<file path="src/rtl/pulse_trig_pkg.sv">
package pulse_trig_pkg;
  typedef enum logic [2:0] {
    MODE_FREE  = 3'd0,
    MODE_EDGE  = 3'd1,
    MODE_LEVEL = 3'd2,
    MODE_SOFT  = 3'd3,
    MODE_EXTW  = 3'd4,
    MODE_RSV5  = 3'd5,
    MODE_RSV6  = 3'd6,
    MODE_RSV7  = 3'd7
  } mode_e;
endpackage

</file>
<file path="src/rtl/pulse_trig_sync.sv">
module pulse_trig_sync #(
  parameter int STAGES = 2
) (
  input  logic clk_i,
  input  logic rst_ni,
  input  logic d_i,
  output logic q_o
);
  logic [STAGES-1:0] sr_q;

  generate
    if (STAGES == 1) begin : g_one
      always_ff @(posedge clk_i or negedge rst_ni)
        if (!rst_ni) sr_q <= '0;
        else         sr_q <= d_i;
    end else begin : g_many
      always_ff @(posedge clk_i or negedge rst_ni)
        if (!rst_ni) sr_q <= '0;
        else         sr_q <= {sr_q[STAGES-2:0], d_i};
    end
  endgenerate

  assign q_o = sr_q[STAGES-1];
endmodule

</file>
<file path="src/rtl/pulse_trig_clamp.sv">
module pulse_trig_clamp #(
  parameter int CNT_W = 8,
  parameter int GUARD = 2
) (
  input  logic [CNT_W-1:0] period_i,
  input  logic [CNT_W-1:0] width_i,
  input  logic [CNT_W-1:0] delay_i,
  output logic [CNT_W-1:0] period_o,
  output logic [CNT_W-1:0] width_o,
  output logic [CNT_W-1:0] delay_o,
  output logic             clamped_o
);
  localparam logic [CNT_W-1:0] GuardC = CNT_W'(GUARD);
  localparam logic [CNT_W-1:0] PminC  = CNT_W'(2 * GUARD);

  logic [CNT_W-1:0] w_hi, d_hi;

  always_comb begin
    period_o = (period_i < PminC) ? PminC : period_i;
    w_hi     = period_o - GuardC;
    if (width_i < GuardC)     width_o = GuardC;
    else if (width_i > w_hi)  width_o = w_hi;
    else                      width_o = width_i;
    d_hi     = period_o - width_o;
    delay_o  = (delay_i > d_hi) ? d_hi : delay_i;
    clamped_o = (period_o != period_i) || (width_o != width_i) || (delay_o != delay_i);
  end
endmodule

</file>
<file path="src/rtl/pulse_trig_engine.sv">
module pulse_trig_engine
  import pulse_trig_pkg::*;
#(
  parameter int CNT_W = 8,
  parameter int GUARD = 2
) (
  input  logic             clk_i,
  input  logic             rst_ni,
  input  mode_e            mode_i,
  input  logic             gate_i,
  input  logic             rise_i,
  input  logic             sw_i,
  input  logic [CNT_W-1:0] period_i,
  input  logic [CNT_W-1:0] width_i,
  input  logic [CNT_W-1:0] delay_i,
  input  logic             clamped_i,
  output logic             pulse_o,
  output logic             trig_o,
  output logic             err_o
);
  logic             busy_q, err_q;
  logic [CNT_W-1:0] cnt_q, p_q, w_q, d_q;
  logic             run_mode, fin, cont, launch, again;
  logic [CNT_W:0]   pulse_end;

  assign run_mode  = mode_i inside {MODE_FREE, MODE_EDGE, MODE_LEVEL, MODE_SOFT};
  assign fin       = busy_q && (cnt_q == p_q - 1'b1);
  assign cont      = (mode_i == MODE_FREE) || (mode_i == MODE_LEVEL && gate_i);
  assign launch    = !busy_q && (cont || (mode_i == MODE_EDGE && rise_i) ||
                                 (mode_i == MODE_SOFT && sw_i));
  assign again     = fin && cont;
  assign pulse_end = {1'b0, d_q} + {1'b0, w_q};

  always_ff @(posedge clk_i or negedge rst_ni) begin
    if (!rst_ni) begin
      busy_q <= 1'b0;
      err_q  <= 1'b0;
      cnt_q  <= '0;
      p_q    <= '0;
      w_q    <= '0;
      d_q    <= '0;
    end else if (!run_mode) begin
      busy_q <= 1'b0;
    end else if (launch || again) begin
      busy_q <= 1'b1;
      cnt_q  <= '0;
      p_q    <= period_i;
      w_q    <= width_i;
      d_q    <= delay_i;
      err_q  <= err_q | clamped_i;
    end else if (fin) begin
      busy_q <= 1'b0;
    end else if (busy_q) begin
      cnt_q  <= cnt_q + 1'b1;
    end
  end

  assign pulse_o = run_mode && busy_q && (cnt_q >= d_q) && ({1'b0, cnt_q} < pulse_end);
  assign trig_o  = run_mode && busy_q && (cnt_q == d_q);
  assign err_o   = err_q;

  p_cnt_bound_r2: assert property (@(posedge clk_i) disable iff (!rst_ni)
    busy_q |-> (cnt_q < p_q));
  p_free_rerun_r2: assert property (@(posedge clk_i) disable iff (!rst_ni)
    (fin && mode_i == MODE_FREE) |=> (busy_q && cnt_q == '0));
  p_guard_r7: assert property (@(posedge clk_i) disable iff (!rst_ni)
    busy_q |-> (w_q >= CNT_W'(GUARD) && w_q <= p_q - CNT_W'(GUARD)));
  p_fit_r8: assert property (@(posedge clk_i) disable iff (!rst_ni)
    busy_q |-> (pulse_end <= {1'b0, p_q}));
  p_sticky_r9: assert property (@(posedge clk_i) disable iff (!rst_ni)
    err_q |=> err_q);
  p_hold_r12: assert property (@(posedge clk_i) disable iff (!rst_ni)
    (busy_q && !fin && run_mode) |=> ($stable(w_q) && $stable(d_q) && $stable(p_q)));
endmodule

</file>
<file path="src/rtl/pulse_trig_ctrl.sv">
module pulse_trig_ctrl
  import pulse_trig_pkg::*;
#(
  parameter int CNT_W       = 8,
  parameter int GUARD       = 2,
  parameter int SYNC_STAGES = 2
) (
  input  logic             clk_i,
  input  logic             rst_ni,
  input  logic [2:0]       mode_i,
  input  logic [CNT_W-1:0] period_i,
  input  logic [CNT_W-1:0] delay_i,
  input  logic [CNT_W-1:0] width_i,
  input  logic             sw_trig_i,
  input  logic             ext_i,
  output logic             out_o,
  output logic             out_no,
  output logic             trig_o,
  output logic             clamp_err_o
);
  mode_e            mode;
  logic             ext_s, ext_d, ext_rise;
  logic [CNT_W-1:0] p_c, w_c, d_c;
  logic             clamped, pulse, strobe;

  assign mode = mode_e'(mode_i);

  pulse_trig_sync #(.STAGES(SYNC_STAGES)) u_sync (
    .clk_i(clk_i), .rst_ni(rst_ni), .d_i(ext_i), .q_o(ext_s)
  );

  always_ff @(posedge clk_i or negedge rst_ni)
    if (!rst_ni) ext_d <= 1'b0;
    else         ext_d <= ext_s;

  assign ext_rise = ext_s && !ext_d;

  pulse_trig_clamp #(.CNT_W(CNT_W), .GUARD(GUARD)) u_clamp (
    .period_i(period_i), .width_i(width_i), .delay_i(delay_i),
    .period_o(p_c), .width_o(w_c), .delay_o(d_c), .clamped_o(clamped)
  );

  pulse_trig_engine #(.CNT_W(CNT_W), .GUARD(GUARD)) u_engine (
    .clk_i(clk_i), .rst_ni(rst_ni), .mode_i(mode),
    .gate_i(ext_s), .rise_i(ext_rise), .sw_i(sw_trig_i),
    .period_i(p_c), .width_i(w_c), .delay_i(d_c), .clamped_i(clamped),
    .pulse_o(pulse), .trig_o(strobe), .err_o(clamp_err_o)
  );

  // passthrough mode bypasses the frame engine entirely
  assign out_o  = (mode == MODE_EXTW) ? ext_s : pulse;
  assign out_no = ~out_o;
  assign trig_o = (mode == MODE_EXTW) ? 1'b0 : strobe;

  p_trig_lead_r11: assert property (@(posedge clk_i) disable iff (!rst_ni)
    trig_o |-> (out_o && !$past(out_o)));
  p_extw_quiet_r6: assert property (@(posedge clk_i) disable iff (!rst_ni)
    (mode == MODE_EXTW) |-> !trig_o);
  p_rsv_idle_r13: assert property (@(posedge clk_i) disable iff (!rst_ni)
    (mode_i > 3'd4) |-> (!out_o && !trig_o));
endmodule

</file>
<file path="config.mk">
export PLATFORM = sky130hd
export DESIGN_NAME = pulse_trig_ctrl
export DESIGN_NICKNAME = d
export VERILOG_FILES = /design/src/rtl/pulse_trig_pkg.sv /design/src/rtl/pulse_trig_sync.sv /design/src/rtl/pulse_trig_clamp.sv /design/src/rtl/pulse_trig_engine.sv /design/src/rtl/pulse_trig_ctrl.sv
export SDC_FILE = /design/constraint.sdc
export NUM_CORES = 1
export LEC_CHECK = 0
export ABC_AREA = 1
export BUFFER_PORTS_ARGS = -buffer_cell sky130_fd_sc_hd__buf_2
export CAP_MARGIN = 20
export CORE_MARGIN = 5
export CORE_UTILIZATION = 41
export DETAILED_ROUTE_END_ITERATION = 12
export SLEW_MARGIN = 20
export SYNTH_ARGS = -nofsm -noshare
export SYNTH_HDL_FRONTEND = slang
export SYNTH_SLANG_ARGS = --single-unit
</file>
<file path="constraint.sdc">
create_clock -name clk_i -period 2.25 [get_ports clk_i]
set_input_delay 0.1125 -clock clk_i [delete_from_list [all_inputs] [get_ports clk_i]]
set_output_delay 0.1125 -clock clk_i [all_outputs]
set_load 0.005 [all_outputs]
</file>
* After elaboration in Yosys (flattened, before gate mapping) *
Index checks and enable logic that the tools add are counted.

cells by class
  equality and inequality tests = 11
  $lt $le $gt $ge = 6
  $mul = 0
  bitwise operators = 2
  reductions and logical operators = 24
  shift-type cells = 0
  muxes and demuxes = 12
  div/mod/pow operators = 0
  add/sub/neg operators = 5

operator list
  cell                 count
  $mux 8               7
  $ne 8x8->1           3
  $eq 8x8->1           2
  $gt 8x8->1           2
  $logic_and 1x1->1    11
  $add 8x8->9          1
  $lt 8x9->1           1
  $add 8x1->8 const B  1
  $ge 8x8->1           1
  $lt 8x2->1 const B   1
  $lt 8x3->1 const B   1
  $sub 8x1->8 const B  1
  $sub 8x2->8 const B  1
  $sub 8x8->8          1
  $eq 3x2->1 const B   2
  $logic_or 1x1->1     6
  $mux 1               5
  $reduce_bool 4->1    1
  $eq 3x1->1 const B   1
  $eq 3x3->1 const B   1
  $logic_not 3->1      1
  $ne 3x3->1 const B   1
  $reduce_and 3->1     1
  $logic_not 1->1      2
  other kinds (5)      5

word-level totals
  register bits after elaboration = 37
  memories kept = 0
  ROM bits = 0
  input port bits = 31
  logic and storage cells = 68
  output and inout bits = 4
  bits in latches = 0
  memory bits (writable) = 0

* Logic depth before layout (Yosys ltp) *
Gate-level depths: netlist of the first run.

  depth after elaboration = 12
  gate-level depth with buffers = 46
  gate-level depth less buffers = 46

* Modules after synthesis *
From an unflattened synthesis of the first run, not the netlist that was laid out.

second synthesis, totals
  cells, all modules = 632
  area, all modules = 4,289.1 µm²

by module, submodules not included
  module             times used  area an instance (µm²)  cells an instance  sequential area each (µm²)
  pulse_trig_engine  1           2,487.4                 330                850.8
  pulse_trig_clamp   1           1,670.4                 287                0.0
  pulse_trig_ctrl    1           81.3                    13                 25.0
  pulse_trig_sync    1           50.0                    2                  50.0

* Least setup slack after synthesis of the first run *
OpenSTA, ideal clock, no wires.

  path kind = in2reg
  from = input period_i[4]
  to = register u_engine.err_q, in the netlist u_engine.err_o
  setup slack = -2.703 ns
  stages = 39
  setup time = 0.116 ns
  data arrival time = 4.837 ns
  required time = 2.134 ns
  buffers on the path = 1
  cells stage by stage = nor2_2 -> nand3_2 -> nand2_1 -> ha_1 -> inv_1 -> nor2_2 -> nand3_1 -> nand2_1 -> nand2_1 -> ha_1 -> a21o_1 -> nor2_2 -> nand2_4 -> nand3_1 -> nand3_1 -> ha_1 -> a21oi_1 -> or2_1 -> [3 not listed] -> a21oi_1 -> nand3b_1 -> nand2_2 -> ha_1 -> nand2_1 -> nor2_2 -> nand4_4 -> nand2_2 -> inv_2 -> buf_6 -> nand3_1 -> nand3_1 -> nor2_1 -> nand3_1 -> nor2_1 -> nand3_1 -> nand2_1 -> nand2_1

on the way
  word-level cells in the longest chain between the ends = 12
  elaborated cells between the ends (all ways) = 15
  those cells by class = 2 x add/sub; 3 x order compare; 3 x eq/ne; 4 x mux; 1 x bitwise; 2 x reduce/logical

RTL lines
  element                 line                     text
  start: declaration      pulse_trig_ctrl.sv:11    input logic [CNT_W-1:0] period_i,
  $lt 8x3->1              pulse_trig_clamp.sv:19   period_o = (period_i < PminC) ? PminC : period_i;
  $mux 8                  pulse_trig_clamp.sv:19
  $sub 8x2->8             pulse_trig_clamp.sv:20   w_hi = period_o - GuardC;
  $gt 8x8->1              pulse_trig_clamp.sv:22   else if (width_i > w_hi) width_o = w_hi;
  $mux 8                  pulse_trig_clamp.sv:22
  $mux 8                  pulse_trig_clamp.sv:21   if (width_i < GuardC) width_o = GuardC;
  $sub 8x8->8             pulse_trig_clamp.sv:24   d_hi = period_o - width_o;
  $gt 8x8->1              pulse_trig_clamp.sv:25   delay_o = (delay_i > d_hi) ? d_hi : delay_i;
  $mux 8                  pulse_trig_clamp.sv:25
  $ne 8x8->1              pulse_trig_clamp.sv:26   clamped_o = (period_o != period_i) || (width_o != width_i) || (delay_o != delay_i);
  $logic_or 1x1->1 (*)    pulse_trig_clamp.sv:26
  $or 1x1->1 (*)          pulse_trig_engine.sv:50  err_q <= err_q | clamped_i;
  end signal: assignment  pulse_trig_engine.sv:50
  end: declaration        pulse_trig_engine.sv:21  logic busy_q, err_q;

Mark *: on every way between the ends. The rest lies on a longest branch, timed or not.
A chain may end at the register's enable or synchronous reset.

* Worst setup path after layout of the first run *
  from = input period_i[4]
  to = register u_engine.err_q, in the netlist u_engine.err_o

on the way
  word-level cells in the longest chain between the ends = 12
  elaborated cells between the ends (all ways) = 15
  those cells by class = 2 x add/sub; 3 x order compare; 3 x eq/ne; 4 x mux; 1 x bitwise; 2 x reduce/logical

RTL lines
  element               line                     text
  $lt 8x3->1 (*)        pulse_trig_clamp.sv:19
  $mux 8 (*)            pulse_trig_clamp.sv:19
  net p_c[2]            pulse_trig_ctrl.sv:23    logic [CNT_W-1:0] p_c, w_c, d_c;
  $sub 8x2->8           pulse_trig_clamp.sv:20
  $gt 8x8->1            pulse_trig_clamp.sv:22
  $mux 8                pulse_trig_clamp.sv:22
  $mux 8                pulse_trig_clamp.sv:21
  $sub 8x8->8           pulse_trig_clamp.sv:24
  $gt 8x8->1            pulse_trig_clamp.sv:25
  $mux 8                pulse_trig_clamp.sv:25
  $ne 8x8->1            pulse_trig_clamp.sv:26
  $logic_or 1x1->1 (*)  pulse_trig_clamp.sv:26
  $or 1x1->1 (*)        pulse_trig_engine.sv:50

Mark *: on every way through the listed nets, which the timed path passes. The rest lies on a longest branch.

==> results of run 1 <==
## critical path, delay by kind of cell
kind / cells / cell delay (ns)
adder cells (fa/ha/maj): 4 / 1.02
AO/OA/AOI/OAI: 5 / 0.76
AND/OR/NAND/NOR: 24 / 2.13
XOR/XNOR: 1 / 0.29
buffers and inverters: 5 / 0.48
## path summary, 6_finish.rpt
check	start	end	slack, ns	depth (start not counted)
max	period_i[4]	u_engine.err_o	-2.37	39
min	delay_i[0]	u_engine.d_q[0]	0.13	3
max reg2reg	u_engine.p_q[0]	u_engine.w_q[3]	0.13	12
min reg2reg	u_sync.sr_q[0]	u_sync.sr_q[1]	0.35	0
max in group asynchronous	rst_ni	u_engine.d_q[4]	1.28	2
min in group asynchronous	rst_ni	ext_d	0.44	2
## flip-flops by register name (all words and copies together) (netlist names)
signal	cells
ext_d	1
u_engine.d_q	8
u_engine.p_q	8
u_engine.err_o	1
u_sync.sr_q	2
u_engine.busy_q	1
u_engine.cnt_q	8
u_engine.w_q	8
## report_power, final
group / internal [mW] / switching (mW)
Clock: 0.333 / 0.244
Combinational: 1.65 / 1.70
Sequential: 0.864 / 0.194
## layout by cell type, fill, tap and decap left out, types with 9 or more instances in the layout
cell type and instances:
xor2_1 14, nand4_1 24, buf_6 31, xnor2_1 11, a21oi_1 17, nand3_1 37, nor2_1 25, inv_1 80
nand2_1 103, nand3_2 10, o211ai_1 9, o21ai_0 21, buf_2 30, buf_4 115, ha_1 41, nand2_2 21
dfrtp_1 37
## final cells by class
class / instances / area [um2] / area share [%]
clock buffers: 6 / 72.57 / 1.241
clock inverters: 2 / 38.79 / 0.6635
inverters: 88 / 337.8 / 5.779
multi-input cells: 410 / 2912 / 49.81
flip-flops and latches: 37 / 925.9 / 15.84
well taps: 129 / 161.4 / 2.761
repair buffers: 179 / 1398 / 23.91
## what timing repair did
action,4_1_cts,5_1_grt
pin swaps,23,17
hold buffers,2,0
setup buffers,9,33
endpoints found under the setup margin,19,30
resized for setup,34,41
endpoints found under the hold margin,38,0
## per-layer routing
metal,track usage [%],part of all wire (%),vias up
met5,0,0,-
met4,8.206,4.5,0
met3,1.672,3.1,32
met2,34.50,48,95
met1,25.40,44,1961
li1,-,-,2164
## Yosys cell counts, types with 2 or more instances
library cell | count | area share [%]
nand3_2 | 4 | 1.0
o211ai_1 | 9 | 1.7
buf_2 | 3 | 0.38
a211oi_1 | 2 | 0.38
nor3_2 | 2 | 0.51
o21ai_0 | 26 | 3.3
ha_1 | 49 | 16
inv_1 | 83 | 7.9
clkbuf_1 | 4 | 0.38
xnor2_1 | 11 | 2.4
nand4_2 | 2 | 0.64
nand3b_1 | 5 | 0.95
a21o_1 | 2 | 0.38
buf_6 | 4 | 1.1
fa_1 | 2 | 1.0
nand4_1 | 24 | 3.8
xor2_1 | 15 | 3.3
nand3_1 | 45 | 5.7
o21ai_1 | 3 | 0.38
nand2_2 | 9 | 1.4
nor3_1 | 3 | 0.38
nor2_2 | 6 | 0.95
dfrtp_1 | 37 | 24
a21oi_1 | 25 | 3.2
nand2_1 | 120 | 11
o31ai_1 | 3 | 0.57
a31oi_2 | 2 | 0.64
nand2_4 | 3 | 0.86
nor2_1 | 29 | 2.8
inv_2 | 3 | 0.29
## cell families (layout without fill, tap and decap cells)
group           Yosys count  after routing  share of synthesized area [%]
compound gates           77             77                          11.79
flops                    37             37                          23.51
buf+inv                 100            275                          10.55
xor+xnor                 26             26                          5.783
simple gates            256            256                          31.78
fa+ha+maj                51             51                          16.59
==> impl_metrics.ini, run 1 <==
[timing]
finalCritPeriodShare_pct = 205.3
worst_pin_slew_ns = 0.8182
holdWs_ns = 0.1325
tns_ns = -22.64
finalSetupViolCount = 16
final_hold_viol_count = 0
clock_skew_ns = 0.01179
drv_slew = 0
rsz0062_at_grt = true
max_freq_mhz = 216.4
worst_slack_ns = -2.370
fin_crit_ns = 4.620
slew_headroom_pct = 45.45

[yosys]
synth_warnings = 0
synth_edf_count = 0
synth_seq_area_share_pct = 23.51
ys_ff_latch = 37
synth_fp_nets = 629
avgSynthCellArea_um2 = 7.198
yosys_most_used_dff = dfrtp_1
async_flop_share_pct = 100.0
syn_area_um2 = 3938
synth.distinct_cells = 42
synth_cells = 547

[placement]
io_buffers = 34
dp_slack_ns = -2.808
dpl-instance-area_um2 = 5134
gp_congestion = 0.9019
dpl.hpwl_mm = 9.177
dp_cells = 801

[clocking]
cts_buffer_depth = 2
cts_buffers = 5
cts_tree = yes
root_buffer = clkbuf_8
path_clk_slew_ns = 0.07
clk-insertion-delay-late_ns = 0.30
clock-sinks = 37
htreeDepth = 2

[die]
dieHeight_um = 108
start_util_pct = 42.41
die_area_um2 = 11660
rows = 35
core_um2 = 9284
ios = 35
dieWidth_um = 108

[critical_path]
critPathMostFrequentCell = nand2_1
critical_path_class = input port to flop
worst_path_largest_cell_delay_ns = 0.34
critPathMaxFanout = 7
worstPathRequired_ns = 2.43
cp.arrival_ns = 4.80
worst_setup_path_end_kind = flop
critPathLaunchType = input port
cpMaxStageDelayCell = ha_1

[route]
drt-total-wl_mm = 12.02
vias = 4252
first_pass_iters = 6
route.detailed.drc = 0
drtIter0Drc = 233
wl_per_cell_um = 14.13
ant_nets = 0
vias_per_cell = 4.996

[pwr]
finalPower_mw = 4.986
ir_worst_vdd_v = 0.0003250
cellPowerDensity_nw_per_um2 = 853.0
p_leak_nw = 3.114

[grt]
gr-usage-all-layers_pct = 19.88
grt_overflow_total = 0
antenna_found_initial = 0
grt_pass1_wl_mm = 18.85
grt_pass1_vias = 4055
grt_start_max_net_pins = 38

[final_layout]
fin_nets = 803
postLayoutCoreUtil_pct = 62.97
fillers = 808
diodes = 0
areaGrowthSynthToFinish_pct = 48.46
design_area_um2 = 5846
fin_cells = 851
drive_above_1_share_pct = 37.81

[run]
drv_cap = 0

[run_status]
status = finished with violations
violations = setup timing

[min_path]
hp-class = input port to flop
(Power assumes the default switching activity.)
==> inputs of run 2 (changes only) <==
- clock period: 2.25 -> 4.14 ns (I/O delays scaled with it)
==> impl_metrics.ini, run 2 (synthesized netlist as in run 1, its figures left out) <==
[run_status]
status = finished with violations
violations = setup timing

[route]
first_pass_iters = 4
vias = 4007
drt-total-wl_mm = 10.92
route.detailed.drc = 0
wl_per_cell_um = 13.67
ant_nets = 0
vias_per_cell = 5.015
drtIter0Drc = 208

[final_layout]
areaGrowthSynthToFinish_pct = 36.51
drive_above_1_share_pct = 32.54
final_cell_mix = 103 x nand2_1, 85 x buf_4, 80 x inv_1
diodes = 0
fin_nets = 751
ff_latch_area_um2 = 925.9
final_common_cell = nand2_1
multi_input_area_um2 = 2915
fillers = 889
postLayoutCoreUtil_pct = 57.90

[grt]
grt_pass1_vias = 3914
grt_start_max_net_pins = 38
antenna_found_initial = 0
grt_overflow_total = 0
gr-usage-all-layers_pct = 19.24
grt_pass1_wl_mm = 18.15

[placement]
gp_congestion = 0.8964
dp_slack_ns = -0.9428
io_buffers = 34
dpl.hpwl_mm = 8.840

[timing]
drv_slew = 0
clock_skew_ns = 0.01043
max_freq_mhz = 212.6
fin_crit_ns = 4.703
holdWs_ns = 0.004925
slew_headroom_pct = 45.41
finalSetupViolCount = 9
final_hold_viol_count = 0
worst_pin_slew_ns = 0.8188
worst_slack_ns = -0.5628
finalCritPeriodShare_pct = 113.6
rsz0062_at_grt = true

[critical_path]
cp.arrival_ns = 4.88
critPathMostFrequentCell = nand2_2
worstPathRequired_ns = 4.32
worstReg2RegEnd = u_engine.d_q[1]
r2r_setup_slack_ns = 1.77
worst_setup_path_end_kind = flop
worst_path_largest_cell_delay_ns = 0.31
critPathMaxFanout = 7
cpMaxStageDelayCell = ha_4
critical_path_class = input port to flop
r2r_cells = 12
rr_startpoint = u_engine.p_q[0]
critPathLaunchType = input port

[die]
start_util_pct = 42.41
dieHeight_um = 108
dieWidth_um = 108
rows = 35
ios = 35
die_area_um2 = 11660
core_um2 = 9284

[pwr]
cellPowerDensity_nw_per_um2 = 461.4
p_leak_nw = 2.838
ir_worst_vdd_v = 0.0001992

[run]
drv_cap = 0

[clocking]
path_clk_slew_ns = 0.08
cts_buffer_depth = 2
cts_buffers = 5
cts_tree = yes
clock-sinks = 37
root_buffer = clkbuf_8
htreeDepth = 2
clk-insertion-delay-late_ns = 0.29

[min_path]
hp-class = input port to asynchronous set/reset pin
## run 2: stage by stage
| step | TNS (ns) | cell area [um2] | instances | power, mW |
|---|---|---|---|---|
| 2_1_floorplan | -2.975 | 4105 | 547 | 1.608 |
| 3_3_place_gp | -4.860 | 4949 | 778 | 2.022 |
| 3_5_place_dp | -5.887 | 4949 | 778 | 2.063 |
| 4_1_cts | -1.885 | 5226 | 794 | 2.443 |
| 5_1_grt | -5.335 | 5375 | 799 | 2.738 |
| 6_report | -3.104 | 5375 | 799 | 2.480 |
## run 2: worst max-delay path: cells and delay by family
family                     cells  cell delay (ns)
and+or+nand+nor               31             2.97
adders and majority gates      4             0.93
AOI/OAI and AO/OA              3             0.46
buffers and inverters          3             0.29
## run 2: power by group
part | internal, mW | switching, mW
combinational | 0.752 | 0.837
sequential | 0.470 | 0.113
clock | 0.181 | 0.128
total | 1.40 | 1.08
## run 2: how the worst max path moves through the flow
stage | from | to | slack [ns] | cells after the start
3_3_place_gp | period_i[6] | u_engine.err_o | -0.85 | 41
6_report | period_i[7] | u_engine.err_o | -0.56 | 41
3_5_place_dp | period_i[6] | u_engine.err_o | -0.94 | 41
5_1_grt | period_i[4] | u_engine.err_o | -0.91 | 42
4_1_cts | period_i[4] | u_engine.err_o | -0.48 | 41
2_1_floorplan | period_i[5] | u_engine.err_o | -0.51 | 41
## run 2: area by class of cell
cell class	count	share of cell area (%)
Tap cell	129	3.003
Sequential cell	37	17.23
Timing Repair Buffer	127	17.23
Clock inverter	2	0.7216
Clock buffer	6	1.350
Inverter	88	6.238
Multi-Input combinational cell	410	54.24
## run 2: timing repair
item	4_1_cts	5_1_grt
gates resized for setup	28	25
hold buffers	0	1
pin swaps	29	24
hold endpoints to repair	0	1
endpoints found under the setup margin	9	9
setup buffers	8	5
## run 2: routing by layer
metal  global-route usage [%]  vias to the layer above  share of wire [%]
met1                    25.08                     1847                 45
met5                        0                        -                  0
met2                    33.13                       77                 49
li1                         -                     2064                  -
met3                    1.672                       19                3.3
met4                    7.124                        0                2.5
